===== src/rtl/irq_seq_pkg.sv =====
package irq_seq_pkg;

   typedef enum logic [3:0] {
      ST_IDLE,
      ST_PUSH_PCL,
      ST_PUSH_PCH,
      ST_PUSH_X,
      ST_PUSH_A,
      ST_PUSH_CCR,
      ST_VEC_HI,
      ST_VEC_LO,
      ST_POP_CCR,
      ST_POP_A,
      ST_POP_X,
      ST_POP_PCH,
      ST_POP_PCL,
      ST_FETCH
   } seq_state_e;

endpackage


===== src/rtl/irq_pend_arb.sv =====
module irq_pend_arb #(
   parameter int NREQ           = 4,
   parameter bit LOW_INDEX_WINS = 1'b1,
   localparam int IW            = (NREQ > 1) ? $clog2(NREQ) : 1
) (
   input  logic            clk,
   input  logic            rst_n,
   input  logic [NREQ-1:0] req,
   input  logic            take,
   input  logic            ack_fire,
   output logic            any_pend,
   output logic [IW-1:0]   sel_idx,
   output logic [NREQ-1:0] ack
);

   logic [NREQ-1:0] pend_q;
   logic [IW-1:0]   enc;
   logic [IW-1:0]   sel_q;
   logic            lock_q;

   generate
      if (LOW_INDEX_WINS) begin : g_low_wins
         always_comb begin
            enc = '0;
            for (int i = NREQ - 1; i >= 0; i--) begin
               if (pend_q[i]) enc = IW'(i);
            end
         end
      end else begin : g_high_wins
         always_comb begin
            enc = '0;
            for (int i = 0; i < NREQ; i++) begin
               if (pend_q[i]) enc = IW'(i);
            end
         end
      end
   endgenerate

   always_comb begin
      ack = '0;
      if (ack_fire) ack[sel_q] = 1'b1;
   end

   always_ff @(posedge clk) begin
      if (!rst_n) begin
         pend_q <= '0;
         sel_q  <= '0;
         lock_q <= 1'b0;
      end else begin
         pend_q <= (pend_q & ~ack) | req;
         if (take) begin
            sel_q  <= enc;
            lock_q <= 1'b1;
         end else if (ack_fire) begin
            lock_q <= 1'b0;
         end
      end
   end

   assign any_pend = |pend_q;
   assign sel_idx  = sel_q;

   AST_ACK_ONEHOT: assert property (@(posedge clk) disable iff (!rst_n) (ack != '0) |-> ($onehot(ack) && ((ack & pend_q) != '0))) else $error("ack not one-hot on a held line");
   AST_LOCKED_HELD: assert property (@(posedge clk) disable iff (!rst_n) lock_q |-> pend_q[sel_q]) else $error("locked line lost before service");
   AST_TAKE_PENDING: assert property (@(posedge clk) disable iff (!rst_n) take |-> pend_q[enc]) else $error("selection of an idle line");

endmodule


===== src/rtl/irq_stack_fsm.sv =====
module irq_stack_fsm
   import irq_seq_pkg::*;
#(
   parameter int          DW      = 8,
   parameter int          IW      = 2,
   parameter int unsigned VEC_TOP = 32'hFFFE,
   parameter int          I_BIT   = 3,
   localparam int         AW      = 2 * DW
) (
   input  logic          clk,
   input  logic          rst_n,
   input  logic          insn_bound,
   input  logic          rti_start,
   input  logic          any_pend,
   input  logic [IW-1:0] sel_idx,
   input  logic [AW-1:0] pc_in,
   input  logic [AW-1:0] sp_in,
   input  logic [DW-1:0] a_in,
   input  logic [DW-1:0] x_in,
   input  logic [DW-1:0] ccr_in,
   input  logic [DW-1:0] din,
   output logic          take,
   output logic          ack_fire,
   output logic [AW-1:0] addr,
   output logic [DW-1:0] dout,
   output logic          rw,
   output logic          busy,
   output logic          upd,
   output logic [AW-1:0] pc_out,
   output logic [AW-1:0] sp_out,
   output logic [DW-1:0] a_out,
   output logic [DW-1:0] x_out,
   output logic [DW-1:0] ccr_out
);

   localparam logic [AW-1:0] VTOP = AW'(VEC_TOP);

   seq_state_e    state;
   logic [AW-1:0] sp_r;
   logic [AW-1:0] pc_r;
   logic [DW-1:0] a_r;
   logic [DW-1:0] x_r;
   logic [DW-1:0] ccr_r;
   logic [AW-1:0] vec;
   logic [AW-1:0] sp_up;

   assign vec   = VTOP - (AW'(sel_idx) << 1);
   assign sp_up = sp_r + AW'(1);
   assign take  = (state == ST_IDLE) && !rti_start && insn_bound && !ccr_in[I_BIT] && any_pend;

   always_ff @(posedge clk) begin
      if (!rst_n) begin
         state <= ST_IDLE;
         sp_r  <= '0;
         pc_r  <= '0;
         a_r   <= '0;
         x_r   <= '0;
         ccr_r <= '0;
      end else begin
         case (state)
            ST_IDLE: begin
               if (rti_start) begin
                  sp_r  <= sp_in;
                  state <= ST_POP_CCR;
               end else if (take) begin
                  sp_r  <= sp_in;
                  pc_r  <= pc_in - AW'(1);
                  a_r   <= a_in;
                  x_r   <= x_in;
                  ccr_r <= ccr_in;
                  state <= ST_PUSH_PCL;
               end
            end
            ST_PUSH_PCL: begin sp_r <= sp_r - AW'(1); state <= ST_PUSH_PCH; end
            ST_PUSH_PCH: begin sp_r <= sp_r - AW'(1); state <= ST_PUSH_X;   end
            ST_PUSH_X:   begin sp_r <= sp_r - AW'(1); state <= ST_PUSH_A;   end
            ST_PUSH_A:   begin sp_r <= sp_r - AW'(1); state <= ST_PUSH_CCR; end
            ST_PUSH_CCR: begin
               sp_r         <= sp_r - AW'(1);
               ccr_r[I_BIT] <= 1'b1;
               state        <= ST_VEC_HI;
            end
            ST_VEC_HI: begin pc_r[AW-1:DW] <= din; state <= ST_VEC_LO; end
            ST_VEC_LO: begin pc_r[DW-1:0]  <= din; state <= ST_FETCH;  end
            ST_POP_CCR: begin sp_r <= sp_up; ccr_r <= din;          state <= ST_POP_A;   end
            ST_POP_A:   begin sp_r <= sp_up; a_r   <= din;          state <= ST_POP_X;   end
            ST_POP_X:   begin sp_r <= sp_up; x_r   <= din;          state <= ST_POP_PCH; end
            ST_POP_PCH: begin sp_r <= sp_up; pc_r[AW-1:DW] <= din;  state <= ST_POP_PCL; end
            ST_POP_PCL: begin sp_r <= sp_up; pc_r[DW-1:0]  <= din;  state <= ST_FETCH;   end
            default:    state <= ST_IDLE;
         endcase
      end
   end

   always_comb begin
      addr = '0;
      dout = '0;
      rw   = 1'b1;
      case (state)
         ST_PUSH_PCL: begin addr = sp_r; dout = pc_r[DW-1:0];  rw = 1'b0; end
         ST_PUSH_PCH: begin addr = sp_r; dout = pc_r[AW-1:DW]; rw = 1'b0; end
         ST_PUSH_X:   begin addr = sp_r; dout = x_r;           rw = 1'b0; end
         ST_PUSH_A:   begin addr = sp_r; dout = a_r;           rw = 1'b0; end
         ST_PUSH_CCR: begin addr = sp_r; dout = ccr_r;         rw = 1'b0; end
         ST_VEC_HI:   addr = vec;
         ST_VEC_LO:   addr = vec + AW'(1);
         ST_POP_CCR, ST_POP_A, ST_POP_X, ST_POP_PCH, ST_POP_PCL: addr = sp_up;
         ST_FETCH:    addr = pc_r;
         default:     addr = '0;
      endcase
   end

   assign busy     = (state != ST_IDLE);
   assign upd      = (state == ST_FETCH);
   assign ack_fire = (state == ST_VEC_HI);
   assign pc_out   = pc_r;
   assign sp_out   = sp_r;
   assign a_out    = a_r;
   assign x_out    = x_r;
   assign ccr_out  = ccr_r;

   AST_SP_DOWN_FIVE: assert property (@(posedge clk) disable iff (!rst_n) (state == ST_VEC_HI) |-> (sp_r == $past(sp_r, 5) - AW'(5))) else $error("stack pointer off after pushes");
   AST_MASK_ON_VECTOR: assert property (@(posedge clk) disable iff (!rst_n) (state == ST_VEC_HI) |-> ccr_r[I_BIT]) else $error("mask bit clear at vector read");
   AST_SP_UP_FIVE: assert property (@(posedge clk) disable iff (!rst_n) ((state == ST_FETCH) && ($past(state) == ST_POP_PCL)) |-> (sp_r == $past(sp_r, 5) + AW'(5))) else $error("stack pointer off after pops");
   AST_ENTRY_GATED: assert property (@(posedge clk) disable iff (!rst_n) (state == ST_PUSH_PCL) |-> ($past(insn_bound) && !$past(ccr_in[I_BIT]) && $past(any_pend) && !$past(rti_start))) else $error("entry without a legal boundary");
   AST_RETURN_FIRST: assert property (@(posedge clk) disable iff (!rst_n) ((state == ST_POP_CCR) && ($past(state) == ST_IDLE)) |-> $past(rti_start)) else $error("return without a strobe");

endmodule


===== src/rtl/irq_stack_seq.sv =====
module irq_stack_seq #(
   parameter int          DW             = 8,
   parameter int          NREQ           = 4,
   parameter int unsigned VEC_TOP        = 32'hFFFE,
   parameter int          I_BIT          = 3,
   parameter bit          LOW_INDEX_WINS = 1'b1,
   localparam int         AW             = 2 * DW,
   localparam int         IW             = (NREQ > 1) ? $clog2(NREQ) : 1
) (
   input  logic            clk,
   input  logic            rst_n,
   input  logic [NREQ-1:0] irq_req,
   input  logic            insn_bound,
   input  logic            rti_start,
   input  logic [AW-1:0]   pc_in,
   input  logic [AW-1:0]   sp_in,
   input  logic [DW-1:0]   a_in,
   input  logic [DW-1:0]   x_in,
   input  logic [DW-1:0]   ccr_in,
   input  logic [DW-1:0]   din,
   output logic [AW-1:0]   addr,
   output logic [DW-1:0]   dout,
   output logic            rw,
   output logic            busy,
   output logic            upd,
   output logic [NREQ-1:0] ack,
   output logic [AW-1:0]   pc_out,
   output logic [AW-1:0]   sp_out,
   output logic [DW-1:0]   a_out,
   output logic [DW-1:0]   x_out,
   output logic [DW-1:0]   ccr_out
);

   generate
      if (DW < 4 || DW > 16) begin : g_bad_width
         $error("DW must lie in 4..16");
      end
      if (NREQ < 1) begin : g_bad_lines
         $error("NREQ must be at least 1");
      end
      if (I_BIT < 0 || I_BIT >= DW) begin : g_bad_mask
         $error("I_BIT must select a bit of the condition byte");
      end
      if (VEC_TOP < 2 * (NREQ - 1) || VEC_TOP >= (64'd1 << AW) - 1) begin : g_bad_vec
         $error("vector table does not fit below VEC_TOP");
      end
   endgenerate

   logic          take;
   logic          ack_fire;
   logic          any_pend;
   logic [IW-1:0] sel_idx;

   irq_pend_arb #(
      .NREQ           (NREQ),
      .LOW_INDEX_WINS (LOW_INDEX_WINS)
   ) u_arb (
      .clk      (clk),
      .rst_n    (rst_n),
      .req      (irq_req),
      .take     (take),
      .ack_fire (ack_fire),
      .any_pend (any_pend),
      .sel_idx  (sel_idx),
      .ack      (ack)
   );

   irq_stack_fsm #(
      .DW      (DW),
      .IW      (IW),
      .VEC_TOP (VEC_TOP),
      .I_BIT   (I_BIT)
   ) u_fsm (
      .clk        (clk),
      .rst_n      (rst_n),
      .insn_bound (insn_bound),
      .rti_start  (rti_start),
      .any_pend   (any_pend),
      .sel_idx    (sel_idx),
      .pc_in      (pc_in),
      .sp_in      (sp_in),
      .a_in       (a_in),
      .x_in       (x_in),
      .ccr_in     (ccr_in),
      .din        (din),
      .take       (take),
      .ack_fire   (ack_fire),
      .addr       (addr),
      .dout       (dout),
      .rw         (rw),
      .busy       (busy),
      .upd        (upd),
      .pc_out     (pc_out),
      .sp_out     (sp_out),
      .a_out      (a_out),
      .x_out      (x_out),
      .ccr_out    (ccr_out)
   );

   AST_ACK_ONLY_BUSY: assert property (@(posedge clk) disable iff (!rst_n) !busy |-> (ack == '0)) else $error("acknowledge outside a sequence");
   AST_UPD_ENDS: assert property (@(posedge clk) disable iff (!rst_n) upd |=> !busy) else $error("sequence did not end after update");
   AST_IDLE_READS: assert property (@(posedge clk) disable iff (!rst_n) !busy |-> rw) else $error("write outside a sequence");

endmodule


===== config.mk =====
export PLATFORM = sky130hd
export DESIGN_NAME = irq_stack_seq
export DESIGN_NICKNAME = d
export VERILOG_FILES = /design/src/rtl/irq_seq_pkg.sv /design/src/rtl/irq_pend_arb.sv /design/src/rtl/irq_stack_fsm.sv /design/src/rtl/irq_stack_seq.sv
export SDC_FILE = /design/constraint.sdc
export NUM_CORES = 1
export LEC_CHECK = 0
export ABC_AREA = 1
export CAP_MARGIN = 10
export CORE_MARGIN = 2
export CORE_UTILIZATION = 35
export DETAILED_ROUTE_END_ITERATION = 12
export DONT_BUFFER_PORTS = 1
export PLACE_DENSITY_LB_ADDON = 0.3
export SETUP_SLACK_MARGIN = 0.5
export SYNTH_ARGS = -nofsm -noshare
export SYNTH_HDL_FRONTEND = slang
export SYNTH_SLANG_ARGS = --single-unit

===== constraint.sdc =====
create_clock -name clk -period 1.77 [get_ports clk]
set_input_delay 0.531 -clock clk [delete_from_list [all_inputs] [get_ports clk]]
set_output_delay 0.531 -clock clk [all_outputs]
set_load 0.02 [all_outputs]

# Word level (Yosys, flattened, before mapping)
# Cells that the tools add are included.
dict set report classes {
  mul 0
  add_sub_neg 5
  mux 31
  n_div 0
  shift 0
  order_cmp 2
  n_reduce_logical 28
  n_eq_ne 16
  bitwise_logic 3
}
# op n
set ops {}
lappend ops {{one-hot mux 16 bit (5 select lines)} 1}
lappend ops {{two-way mux 16 bit} 4}
lappend ops {{one-hot mux 8 bit (2 select lines)} 4}
lappend ops {{two-way mux 8 bit} 6}
lappend ops {{one-hot mux 16 bit (3 select lines)} 1}
lappend ops {{one-hot mux 4 bit (12 select lines)} 1}
lappend ops {{one-hot mux 8 bit (5 select lines)} 1}
lappend ops {{adder 16 x 1 -> 16 bit, second input constant} 2}
lappend ops {{subtractor 16 x 1 -> 16 bit, second input constant} 2}
lappend ops {{== test 4 bit, second input constant} 6}
lappend ops {{AND reduction 3 bit} 6}
lappend ops {{== test 4 x 3 -> 1 bit, second input constant} 4}
lappend ops {{two-way mux 4 bit} 3}
lappend ops {{nonzero test 2 bit} 5}
lappend ops {{OR reduction 5 bit} 2}
lappend ops {{== test 4 x 2 -> 1 bit, second input constant} 2}
lappend ops {{two-way mux 2 bit} 4}
lappend ops {{one-hot mux 4 bit (2 select lines)} 1}
lappend ops {{one-hot mux 3 bit (2 select lines)} 1}
lappend ops {{nonzero test 3 bit} 2}
lappend ops {{logical AND 1 bit} 5}
lappend ops {{subtractor 2 x 4 -> 5 bit, first input constant} 1}
lappend ops {{bitwise AND 4 bit} 1}
lappend ops {{== test 4 x 1 -> 1 bit, second input constant} 1}
lappend ops {{15 further kinds} 19}
dict set report totals {
  latchBits 0
  reg_bits 66
  ramBits 0
  mem_count 0
  in_bits 72
  romBits 0
}

# Depth between registers and ports, before layout
dict set report logic_depth {
  ltp_word 8
  depth_mapped 13
  mapped_depth_nobuf 11
}

# By module
# A second synthesis with hierarchy kept.
dict set report hier_totals {
  cells_unflattened 833
  area_unflattened_um2 4926.0
}
# module cells_per_inst area_per_inst_um2 n_inst
set modules_own_cells {}
lappend modules_own_cells {irq_stack_fsm 791 4644.5 1}
lappend modules_own_cells {irq_pend_arb 42 281.5 1}

# Worst setup path after synthesis
# No wires, ideal clock.
dict set report synth_path {
  path_kind {reg-to-output}
  startpoint {register u_fsm.state[2]}
  endpoint {output addr[10]}
  arrival_ns 1.591
  t_required_ns 1.239
  path_stages_with_launch 8
  slack_ns -0.352
  cell_sequence {dfxtp_1 > buf_2 > nor2_1 > nand2_1 > nand2_2 > inv_2 > buf_1 > o2111ai_1}
}
dict set report synth_via {
  elab_chain_cells 3
}
# element line
set synth_rtl {}
lappend synth_rtl {{start: declaration} irq_stack_fsm.sv:38} ;# seq_state_e state;
lappend synth_rtl {{start signal: assignment} irq_stack_fsm.sv:53} ;# state <= ST_IDLE;
lappend synth_rtl {{start signal: assignment} irq_stack_fsm.sv:64} ;# state <= ST_POP_CCR;
lappend synth_rtl {{start signal: assignment} irq_stack_fsm.sv:71} ;# state <= ST_PUSH_PCL;
lappend synth_rtl {{== test 4 bit (tied with other cells)} irq_stack_fsm.sv:99} ;# case (state)
lappend synth_rtl {{OR reduction 5 bit (no line)} --}
lappend synth_rtl {{one-hot mux 16 bit (5 select lines) *} irq_stack_fsm.sv:99}
lappend synth_rtl {{end: declaration} irq_stack_seq.sv:21} ;# output logic [AW-1:0] addr,
# Mark *: on every way between the ends. The rest lies on a longest branch, timed or not.

# Worst setup path after layout
dict set report layout_path {
  startpoint {register u_fsm.state[3]}
  endpoint {output addr[13]}
}
# Same word-level chain as after synthesis.

==> parameters.txt <==
Parameter                              Value

Routing
  Count of antenna-violating nets left after detailed routing ... 0
  Number of vias in the routed layout ... roughly 6900
  Number of design-rule violations left by the first detailed-router iteration ... between 500 and 600
  Total detailed-routing wirelength ... about 25 mm
  Average routed wire per standard cell ... 19.87 um
  Routed via count divided by cell count ... between 5 and 6
  Number of optimization iterations in the first detailed-route pass ... 6
  Remaining DRCs ... 0

Final layout
  Final instance area ... slightly above 9000 um^2
  Ratio of cells with drive above 1 in the final layout ... between 40% and 50%
  Post-route insts no fill ... between 1000 and 1500
  Antenna cell count ... 0
  Layout filler cell count ... 1087
  Commonest non-fill, non-tap cell in the layout ... sky130_fd_sc_hd__nand2_1
  Register cell area after layout ... roughly 1500 um^2
  Nets ... between 1000 and 1500
  Layout overhead on the synthesized area ... 86.41%
  Highest-count cells in the layout ignoring fill and taps ... sky130_fd_sc_hd__nand2_1 (165), sky130_fd_sc_hd__nor2_1 (124), sky130_fd_sc_hd__buf_6 (104)
  Multi-input combinational cell area ... 4327 um^2

Placement
  Area post-placement ... between 6000 and 7000 um^2
  Final estimated routing congestion in global placement ... roughly 0.92
  Pre-CTS setup slack ... -0.2952 ns
  Buffers added on ports ... 0
  Cell Count Post-Placement ... ~1200
  DPL Wire Length ... roughly 15 mm

GRT
  M2 GR Usage ... between 50% and 60%
  Wire length of the first global-routing pass ... 34.49 mm
  Number of global-route vias before repair ... approximately 6600
  Initial antenna violation count ... 0
  Overall Global Routing Usage ... between 30% and 40%
  Gr ovfl total ... 0
  Busiest layer in global routing ... met2
  M1 GR Usage ... between 30 and 40%
  Pin count of the biggest net entering global routing ... 47
  Met3 usage in global routing ... about 8.7%

Worst setup path
  Critical path fanouts, max ... 4
  Nature of the critical path endpoint ... output port
  Critical setup path kind ... reg -> out
  Critical path startpoint category ... register
  Critical path data required time ... approximately 1.2 ns
  Crit path arrival time ... ~1.8 ns

Power and ir drop
  Power density relative to cell area ... between 1000 and 1500 nW/um^2
  NetSw ... roughly 6.3 mW
  Share of total power consumed by net switching ... 48.55%
  Combinational power share ... around two thirds
  VDD IR max ... roughly 0.68 mV
  Sequential Power Share ... about a fifth
  Pleak ... between 4 and 5 nW
  Internal ... 6.722 mW
  Clock network fraction of total power ... between 10% and 20%

Floorplan
  Std cell rows ... between 40 and 50
  Core area ... around 14000 um^2
  IO Pins ... roughly 160
  Horizontal die dimension ... around 120 um
  Die boundary height ... between 100 and 150 um
  Effective utilization at floorplan ... between 30% and 40%
  DIE AREA ... between 10000 and 15000 um^2

Clocking
  Clock tree sinks ... 66
  Maximum buffer depth of the clock tree ... 2
  Clock transition at the registers of the reported paths ... 0.06 ns
  Number of CTS-inserted buffers ... 9
  Clock tree from TritonCTS ... built
  Number of levels in the clock H-tree ... 3
  CTS root buf ... sky130_fd_sc_hd__clkbuf_16
  Clock latency of the later-clocked register in the worst-skew pair ... about 0.35 ns

STA
  FMAX ... 422.0 MHz
  Setup violations, final ... 86
  Setup WS post-layout ... -0.5997 ns
  Count of final hold-check violations ... 0
  Minimum hold slack ... ~0.29 ns
  Max Slew Vio Count ... 0
  Relative max-transition margin ... between 60% and 70%
  Worst clock skew ... between 0.005 and 0.006 ns
  Setup repair after global routing missed its margin ... true
  Transition time at the pin with the least slew margin ... 0.4778 ns
  Final clock period utilization by the worst path ... 133.9%
  Period minus WS final ... between 2 and 2.5 ns

Yosys
  Mean cell area of the mapped netlist ... 5.737 um^2
  Number of synthesized flops with an enable pin ... 0
  Synthesized net count ... 921
  Register bit count reported by yosys ... 66
  Fraction of registers with async set/reset ... 0%
  Instance count of the mapped netlist ... ~850
  Yosys warns ... 0
  Most common flop cell mapped by yosys ... sky130_fd_sc_hd__dfxtp_1
  Post-synth cell types ... 35
  Share of synthesized area occupied by flip-flops and latches ... between 20% and 30%
  Cell Area, Synth ... 4853 um^2

Min path
  Worst Hold Class ... in -> reg

Outcome
  Violated checks ... negative setup slack
  Status ... complete, but fails checks

Job
  Max-cap viol count ... 0
-- sequential cells by signal (all words and copies together) (netlist names) --
register	flops
u_fsm.sp_out	16
u_fsm.a_out	8
u_fsm.pc_out	16
u_fsm.x_out	8
u_fsm.state	4
u_arb.sel_idx	2
u_arb.pend_q	4
u_fsm.ccr_out	8
-- worst max-delay path, cell delays in order (launching register included) --
cell,delay [ns]
sky130_fd_sc_hd__dfxtp_4,0.37
sky130_fd_sc_hd__buf_6,0.13
sky130_fd_sc_hd__nor2_4,0.18
sky130_fd_sc_hd__nand2_4,0.11
sky130_fd_sc_hd__buf_4,0.15
sky130_fd_sc_hd__a21oi_1,0.25
sky130_fd_sc_hd__nor2_1,0.15
sky130_fd_sc_hd__nand3_4,0.15
-- layer usage --
metal	vias to the layer above	wire (um)
met1	3244	8995
met3	114	2325
met5	-	0
met2	395	11870
met4	0	1368
li1	3193	-
-- layout make-up --
class	count	share of cell area (%)
Tap cell	180	2.489
Timing Repair inverter	5	0.6500
Timing Repair Buffer	220	24.87
Sequential cell	66	16.76
Clock inverter	7	0.8436
Clock buffer	9	2.489
Inverter	83	4.080
Multi-Input combinational cell	666	47.82
-- worst paths after layout --
check | from | end | slack (ns) | depth (start not counted)
worst max-delay path | u_fsm.state[3] | addr[13] | -0.60 | 7
worst min-delay path | rst_n | u_fsm.ccr_out[7] | 0.29 | 2
worst max register to register | u_fsm.state[3] | u_fsm.sp_out[13] | -0.32 | 15
worst min register to register | u_arb.pend_q[2] | u_arb.pend_q[2] | 0.49 | 2
-- timing repair --
action,CTS,global route
cloned,8,5
hold endpoints to repair,0,0
setup endpoints to repair,151,152
setup buffers,34,18
gates resized for setup,264,212
hold buffers,0,0
pin swaps,54,49
-- power groups by stage --
stage / Clock (mW) / Sequential (mW) / Combinational, mW
after floorplan: 0 / 2.56 / 3.44
after global placement: 0 / 2.29 / 5.69
after detailed placement: 0 / 2.30 / 5.72
after CTS: 1.89 / 2.40 / 7.26
after global routing: 1.97 / 2.56 / 9.13
final: 1.89 / 2.52 / 8.66
-- logic make-up after synthesis --
group	count (synthesis)	share of synthesized area (%)
simple gates	495	42.41
buf+inv	116	9.642
xor+xnor	6	1.083
fa+ha+maj	3	0.7735
compound gates	160	18.87
flops	66	27.22
-- per-stage QoR --
stage | total power [mW] | TNS, ns | utilization (%)
after floorplan | 5.992 | -0.7331 | -
after detailed placement | 8.017 | -5.918 | 47.76
final | 13.07 | -21.31 | 65.95
after CTS | 11.55 | -12.14 | 59.38
after global placement | 7.984 | -4.650 | 47.76
after global routing | 13.66 | -24.54 | 65.95
-- synthesized netlist by cell type, types with 8 or more instances --
master                      count  area, um^2
sky130_fd_sc_hd__dfxtp_1       66        1321
sky130_fd_sc_hd__nor3_1        13       65.06
sky130_fd_sc_hd__nor2_2         8       50.05
sky130_fd_sc_hd__a221oi_1       9       78.83
sky130_fd_sc_hd__nand3_1       75       375.4
sky130_fd_sc_hd__o2111ai_1     14       122.6
sky130_fd_sc_hd__o21ai_0       85       425.4
sky130_fd_sc_hd__nor2_1       154       578.1
sky130_fd_sc_hd__nand2_1      226       848.3
sky130_fd_sc_hd__inv_1         76       285.3
sky130_fd_sc_hd__clkbuf_1      20       75.07
sky130_fd_sc_hd__a21oi_1       35       175.2
No activity file was read; power rests on OpenSTA's default activity.
